[src/rtl/spi_clkgen_pkg.sv]
package spi_clkgen_pkg;
    typedef enum logic [1:0] {
        ST_IDLE = 2'd0,
        ST_RUN  = 2'd1,
        ST_GAP  = 2'd2,
        ST_TURN = 2'd3
    } clk_state_e;
endpackage

[src/rtl/spi_clkgen_cfg.sv]
module spi_clkgen_cfg #(
    parameter int POW_W   = 4,
    parameter int LIN_W   = 8,
    parameter int GAP_W   = 16,
    parameter int TURN_W  = 4,
    parameter int LIN_RST = 2,
    parameter int DATA_W  = 16
) (
    input  logic              clk,
    input  logic              rst_n,
    input  logic              xchg_busy,
    input  logic [DATA_W-1:0] wdata,
    input  logic              we_sel,
    input  logic              we_pow,
    input  logic              we_lin,
    input  logic              we_gap,
    input  logic              we_turn,
    output logic              sel_o,
    output logic [POW_W-1:0]  pow_o,
    output logic [LIN_W-1:0]  lin_o,
    output logic [GAP_W-1:0]  gap_o,
    output logic [TURN_W-1:0] turn_o
);
    typedef struct packed {
        logic              sel;
        logic [POW_W-1:0]  pow;
        logic [LIN_W-1:0]  lin;
        logic [GAP_W-1:0]  gap;
        logic [TURN_W-1:0] turn;
    } cfg_t;

    cfg_t cfg_d, cfg_q;

    always_comb begin
        cfg_d = cfg_q;
        if (we_sel) cfg_d.sel = wdata[0];
        if (we_pow) cfg_d.pow = wdata[POW_W-1:0];
        if (we_lin) cfg_d.lin = wdata[LIN_W-1:0];
        if (we_gap) cfg_d.gap = wdata[GAP_W-1:0];
        // turnaround field is locked while an exchange runs
        if (we_turn && !xchg_busy) cfg_d.turn = wdata[TURN_W-1:0];
    end

    always_ff @(posedge clk or negedge rst_n) begin
        if (!rst_n) begin
            cfg_q.sel  <= 1'b0;
            cfg_q.pow  <= '0;
            cfg_q.lin  <= LIN_W'(LIN_RST);
            cfg_q.gap  <= '0;
            cfg_q.turn <= '0;
        end else begin
            cfg_q <= cfg_d;
        end
    end

    assign sel_o  = cfg_q.sel;
    assign pow_o  = cfg_q.pow;
    assign lin_o  = cfg_q.lin;
    assign gap_o  = cfg_q.gap;
    assign turn_o = cfg_q.turn;

    p_turn_locked_r8: assert property (@(posedge clk) disable iff (!rst_n)
        xchg_busy |=> $stable(cfg_q.turn));
endmodule

[src/rtl/spi_clkgen_div.sv]
module spi_clkgen_div #(
    parameter int POW_W = 4,
    parameter int LIN_W = 8,
    parameter int CNT_W = 16
) (
    input  logic             sel,
    input  logic [POW_W-1:0] pow,
    input  logic [LIN_W-1:0] lin,
    output logic [CNT_W-1:0] period_m1
);
    logic [CNT_W-1:0] pow_m1;
    logic [CNT_W-1:0] lin_m1;

    always_comb begin
        // 2^n - 1 for the power-of-two formula
        pow_m1 = (CNT_W'(1) << pow) - CNT_W'(1);
        // 2*(n+1) - 1 = 2n + 1 for the linear formula
        lin_m1 = CNT_W'({lin, 1'b1});
        period_m1 = sel ? lin_m1 : pow_m1;
    end
endmodule

[src/rtl/spi_clkgen_seq.sv]
module spi_clkgen_seq
    import spi_clkgen_pkg::*;
#(
    parameter int CNT_W  = 16,
    parameter int GAP_W  = 16,
    parameter int TURN_W = 4
) (
    input  logic              clk,
    input  logic              rst_n,
    input  logic              master_en,
    input  logic              word_req,
    input  logic              word_dual,
    input  logic              word_done,
    input  logic [CNT_W-1:0]  period_m1,
    input  logic [GAP_W-1:0]  gap_cnt,
    input  logic [TURN_W-1:0] turn_cnt,
    output logic              ready_o,
    output logic              pulse_o
);
    localparam int WCNT_W = (GAP_W > TURN_W) ? GAP_W : TURN_W;

    typedef struct packed {
        clk_state_e        state;
        logic [CNT_W-1:0]  cnt;
        logic [WCNT_W-1:0] wcnt;
        logic [CNT_W-1:0]  per;
        logic              ready;
        logic              pulse;
    } seq_t;

    seq_t s_d, s_q;

    always_comb begin
        s_d       = s_q;
        s_d.ready = 1'b0;
        s_d.pulse = 1'b0;
        unique case (s_q.state)
            ST_IDLE: begin
                if (master_en && word_req) begin
                    s_d.per = period_m1;      // divider captured at word boundary
                    if (word_dual && (turn_cnt != '0)) begin
                        s_d.state = ST_TURN;
                        s_d.cnt   = period_m1;
                        s_d.wcnt  = WCNT_W'(turn_cnt);
                    end else begin
                        s_d.state = ST_RUN;
                        s_d.ready = 1'b1;
                        s_d.cnt   = '0;
                    end
                end
            end
            ST_RUN: begin
                if (word_done) begin
                    if (gap_cnt != '0) begin
                        s_d.state = ST_GAP;
                        s_d.cnt   = s_q.per;
                        s_d.wcnt  = WCNT_W'(gap_cnt);
                    end else begin
                        s_d.state = ST_IDLE;
                    end
                end else begin
                    s_d.pulse = (s_q.cnt == '0);
                    s_d.cnt   = (s_q.cnt == '0) ? s_q.per : s_q.cnt - CNT_W'(1);
                end
            end
            ST_GAP, ST_TURN: begin
                if (s_q.cnt == '0) begin
                    if (s_q.wcnt == WCNT_W'(1)) begin
                        if (s_q.state == ST_GAP) begin
                            s_d.state = ST_IDLE;
                        end else begin
                            s_d.state = ST_RUN;
                            s_d.ready = 1'b1;
                            s_d.cnt   = '0;
                        end
                    end else begin
                        s_d.wcnt = s_q.wcnt - WCNT_W'(1);
                        s_d.cnt  = s_q.per;
                    end
                end else begin
                    s_d.cnt = s_q.cnt - CNT_W'(1);
                end
            end
            default: s_d.state = ST_IDLE;
        endcase
    end

    always_ff @(posedge clk or negedge rst_n) begin
        if (!rst_n) begin
            s_q.state <= ST_IDLE;
            s_q.cnt   <= '0;
            s_q.wcnt  <= '0;
            s_q.per   <= '0;
            s_q.ready <= 1'b0;
            s_q.pulse <= 1'b0;
        end else begin
            s_q <= s_d;
        end
    end

    assign ready_o = s_q.ready;
    assign pulse_o = s_q.pulse;

    p_ready_single_r4: assert property (@(posedge clk) disable iff (!rst_n)
        s_q.ready |=> !s_q.ready);
    p_pulse_after_ready_r4: assert property (@(posedge clk) disable iff (!rst_n)
        (s_q.ready && !word_done) |=> s_q.pulse);
    p_wait_quiet_r5: assert property (@(posedge clk) disable iff (!rst_n)
        (s_q.state == ST_GAP || s_q.state == ST_TURN) |-> (!s_q.pulse && !s_q.ready));
    p_period_hold_r9: assert property (@(posedge clk) disable iff (!rst_n)
        (s_q.state != ST_IDLE) |=> $stable(s_q.per));
    p_slave_quiet_r10: assert property (@(posedge clk) disable iff (!rst_n)
        (s_q.state == ST_IDLE && !master_en) |=> (!s_q.ready && s_q.state == ST_IDLE));
endmodule

[src/rtl/spi_clkgen.sv]
module spi_clkgen #(
    parameter int POW_W   = 4,
    parameter int LIN_W   = 8,
    parameter int GAP_W   = 16,
    parameter int TURN_W  = 4,
    parameter int LIN_RST = 2
) (
    input  logic             clk,
    input  logic             rst_n,
    input  logic             master_en,
    input  logic             xchg_busy,
    input  logic [GAP_W-1:0] cfg_wdata,
    input  logic             cfg_we_sel,
    input  logic             cfg_we_pow,
    input  logic             cfg_we_lin,
    input  logic             cfg_we_gap,
    input  logic             cfg_we_turn,
    input  logic             word_req,
    input  logic             word_dual,
    input  logic             word_done,
    output logic             word_ready,
    output logic             sclk_pulse
);
    localparam int POW_BITS = 1 << POW_W;
    localparam int CNT_W    = (POW_BITS > LIN_W + 1) ? POW_BITS : LIN_W + 1;

    logic              sel;
    logic [POW_W-1:0]  pow;
    logic [LIN_W-1:0]  lin;
    logic [GAP_W-1:0]  gap;
    logic [TURN_W-1:0] turn;
    logic [CNT_W-1:0]  period_m1;

    spi_clkgen_cfg #(
        .POW_W(POW_W), .LIN_W(LIN_W), .GAP_W(GAP_W), .TURN_W(TURN_W),
        .LIN_RST(LIN_RST), .DATA_W(GAP_W)
    ) u_cfg (
        .clk(clk), .rst_n(rst_n), .xchg_busy(xchg_busy), .wdata(cfg_wdata),
        .we_sel(cfg_we_sel), .we_pow(cfg_we_pow), .we_lin(cfg_we_lin),
        .we_gap(cfg_we_gap), .we_turn(cfg_we_turn),
        .sel_o(sel), .pow_o(pow), .lin_o(lin), .gap_o(gap), .turn_o(turn)
    );

    spi_clkgen_div #(.POW_W(POW_W), .LIN_W(LIN_W), .CNT_W(CNT_W)) u_div (
        .sel(sel), .pow(pow), .lin(lin), .period_m1(period_m1)
    );

    spi_clkgen_seq #(.CNT_W(CNT_W), .GAP_W(GAP_W), .TURN_W(TURN_W)) u_seq (
        .clk(clk), .rst_n(rst_n), .master_en(master_en),
        .word_req(word_req), .word_dual(word_dual), .word_done(word_done),
        .period_m1(period_m1), .gap_cnt(gap), .turn_cnt(turn),
        .ready_o(word_ready), .pulse_o(sclk_pulse)
    );
endmodule

[config.mk]
export PLATFORM = sky130hd
export DESIGN_NAME = spi_clkgen
export DESIGN_NICKNAME = d
export VERILOG_FILES = /design/src/rtl/spi_clkgen_pkg.sv /design/src/rtl/spi_clkgen_cfg.sv /design/src/rtl/spi_clkgen_div.sv /design/src/rtl/spi_clkgen_seq.sv /design/src/rtl/spi_clkgen.sv
export SDC_FILE = /design/constraint.sdc
export NUM_CORES = 1
export LEC_CHECK = 0
export BUFFER_PORTS_ARGS = -buffer_cell sky130_fd_sc_hd__buf_2
export CAP_MARGIN = 25
export CORE_MARGIN = 3
export CORE_UTILIZATION = 63
export CTS_BUF_LIST = sky130_fd_sc_hd__clkbuf_4
export DETAILED_ROUTE_END_ITERATION = 16
export PLACE_DENSITY = 0.82
export SLEW_MARGIN = 5
export SYNTH_ARGS = -nofsm -noshare
export SYNTH_HDL_FRONTEND = slang
export SYNTH_HIERARCHICAL = 1
export SYNTH_SLANG_ARGS = --single-unit
[constraint.sdc]
create_clock -name clk -period 2.85 [get_ports clk]
set_input_delay 0.285 -clock clk [delete_from_list [all_inputs] [get_ports clk]]
set_output_delay 0.285 -clock clk [all_outputs]
set_load 0.1 [all_outputs]
==> out/metrics.yaml <==
placed_cells: 599
synth-xor-area-share: 0.01492
drive_gt1_frac: 0.2035
grt_max_degree: 86
synth_warnings: 6
yosysSeqAreaShare: 0.4531
cts_tree: "done"
whs_ns: 0.04688
grt_pass1_wl_mm: 18.15
n_antenna_cell: 0
area_delta_synth_final_pct: 7.139
fmax_ghz: 0.3903
drtAntennaViolNets: 0
cts_buffer_depth: 2
routed_wl_mm: 10.99
rows: 30
synth_fa_ha_area_frac: 0.01332
min_period_ns: 2.562
timing.final.crit_share: 0.8991
cp.arrival_ns: 2.89
avgSynthCellArea_um2: 9.470
synth_top_flop_cell: "dfrtp_1"
tightest_slew_ns: 0.5774
gp_congestion: 0.9128
synth_area_um2: 4697
reg2reg_slack_ns: 0.29
slew_viol_final: 0
via_count: 3954
synthDistinctLibCells: 69
final_area_um2: 5032
overflow: 0
via_per_inst: 6.408
synthArstFlopShare: 1.000
dp_hpwl_mm: 7.662
fin_util: 0.7169
min_path_type: "in2reg"
skew_ns: 0.02542
cts.clk_slew.worst_paths_ns: 0.16
worstSetupEndpointType: "register"
syn_inst: 496
critPathRequiredTime_ns: 3.18
cts.sinks: 85
final_cells: 617
synth_seq_cells: 85
synth_compound_area_frac: 0.1873
cp_max_fo: 17
final_nets: 549
synthMuxAreaShare: 0.08711
mappedNetlistNets: 529
antenna_found_initial: 0
finalHoldViolCount: 0
drtIter0Drc: 429
dieArea_um2: 8528
fp.dieH_um: 92.35
synth_top_area_frac: 0.4475
htreeDepth: 3
cts_root_buffer: "clkbuf_4"
power.leakage_nw: 2.174
post_dp_cell_area_um2: 4856
start_util: 0.6692
grtUsageTotal: 0.2695
drcViolationCount: 0
post_cts_buffers: 0
first_pass_iters: 5
synth_edf_count: 0
yosysTopAreaCell: "dfrtp_1"
clock_latency_ns: 0.46
numCtsBuffers: 9
crit_type: "reg2reg"
slew_headroom: 0.6141
numPortBuffers: 29
synthSimpleGateAreaFrac: 0.1979
synth_area_leaders: "dfrtp_1 45%, nand2_1 6.9%, mux2_2 5.5%, o21ai_0 3.3%, mux2_4 3.2%"
outcome: "completed"
wire_per_inst_um: 17.81
rsz0062_at_grt: "no"
core_um2: 7019
fin_setup_tns_ns: 0
power_density_nw_per_um2: 595.1
ios: 30
cp-start-kind: "register"
dieWidth_um: 92.35
drv_cap: 0
peakVddDrop_mv: 0.4670
first_global_vias: 3623
synth_top_family_by_area: "simple AND/OR/NAND/NOR gates"
setup_viol: 0
[where the power goes]
group / total, mW / leakage [nW] / internal [mW] / switching, mW
sequential: 1.60 / 1.04 / 1.37 / 0.226
clock: 0.703 / 0.0784 / 0.210 / 0.493
combinational: 0.695 / 1.06 / 0.326 / 0.369
[timing repair]
item,4_1_cts,5_1_grt
hold buffers,0,1
hold endpoints to repair,0,23
resized for setup,0,0
[path summary, 6_finish.rpt]
kind,start,to,cells after the start
worst max-delay path,u_seq/s_q[34],u_seq/s_q[48],8
worst min-delay path,cfg_wdata[8],u_cfg/gap_o[8],2
worst max register to register,u_seq/s_q[34],u_seq/s_q[48],8
worst min register to register,u_seq/s_q[9],u_seq/s_q[9],2
max in group asynchronous,rst_n,u_cfg/lin_o[1],3
min in group asynchronous,rst_n,u_seq/s_q[32],2
[sequential cells by signal (all words and copies together) (netlist names)]
name,count
u_seq/s_q,50
u_cfg/gap_o,16
u_cfg/lin_o,8
u_cfg/pow_o,4
u_cfg/turn_o,4
u_cfg/sel_o,1
u_seq/pulse_o,1
u_seq/ready_o,1
[synthesized netlist by cell type, drive strengths merged (5+ instances only)]
cell / count
a211oi: 6
a21boi: 5
a21oi: 25
a31oi: 6
a32oi: 5
buf: 16
clkbuf: 14
dfrtp: 84
ha: 5
inv: 12
mux2: 33
nand2: 86
nand3: 8
nand4: 5
nor2: 36
nor3: 13
nor4: 10
o21ai: 50
o22ai: 12
[through the flow]
| step | worst slack [ns] | power, mW |
|---|---|---|
| detailed placement | 0.4092 | 2.289 |
| floorplan | 0.7870 | 2.086 |
| global route | 0.1670 | 3.162 |
| finish | 0.2876 | 2.995 |
| CTS | 0.3640 | 2.982 |
| global placement | 0.5835 | 2.255 |
[cell usage in the layout, fill, tap and decap left out, types with 12 or more instances in the layout]
master,synthesis,routed
o22ai_1,12,12
buf_2,8,28
nor2_1,36,36
a21oi_1,25,25
inv_1,12,12
o21ai_1,19,19
o21ai_0,31,31
nand2_1,86,86
mux2_2,23,23
dfrtp_1,84,84
[kinds of logic (layout without fill, tap and decap cells)]
logic type,after synthesis,after routing
and+or+nand+nor,184,184
AOI/OAI and AO/OA,138,138
DFF,85,85
buffers and inverters,42,67
muxes,33,33
xor gates and xnor gates,8,8
adders and majority gates,5,5
other,1,1
[critical path: stages (launching register included)]
cell and delay [ns]:
dfrtp_1 0.44, inv_1 0.12, ha_1 0.25, nor4b_1 0.39, nand4_1 0.25, nand2_1 0.51
nor2_1 0.12, a221oi_1 0.26, o21ai_0 0.10
[metal layers]
layer,track usage,vias up,part of all wire
met1,0.4070,1909,0.44
met4,0.1077,0,0.018
li1,-,1828,-
met5,0,-,0
met3,0.03818,23,0.084
met2,0.3921,194,0.45
[area by class of cell]
cell class | count | area (µm²)
Clock buffer | 9 | 67.56
Clock inverter | 7 | 71.32
Fill cell | 536 | 1987
Inverter | 12 | 45.04
Multi-Input combinational cell | 369 | 2355
Sequential cell | 85 | 2128
Tap cell | 96 | 120.1
Timing Repair Buffer | 39 | 245.2
No activity file was read; power rests on OpenSTA's default activity.
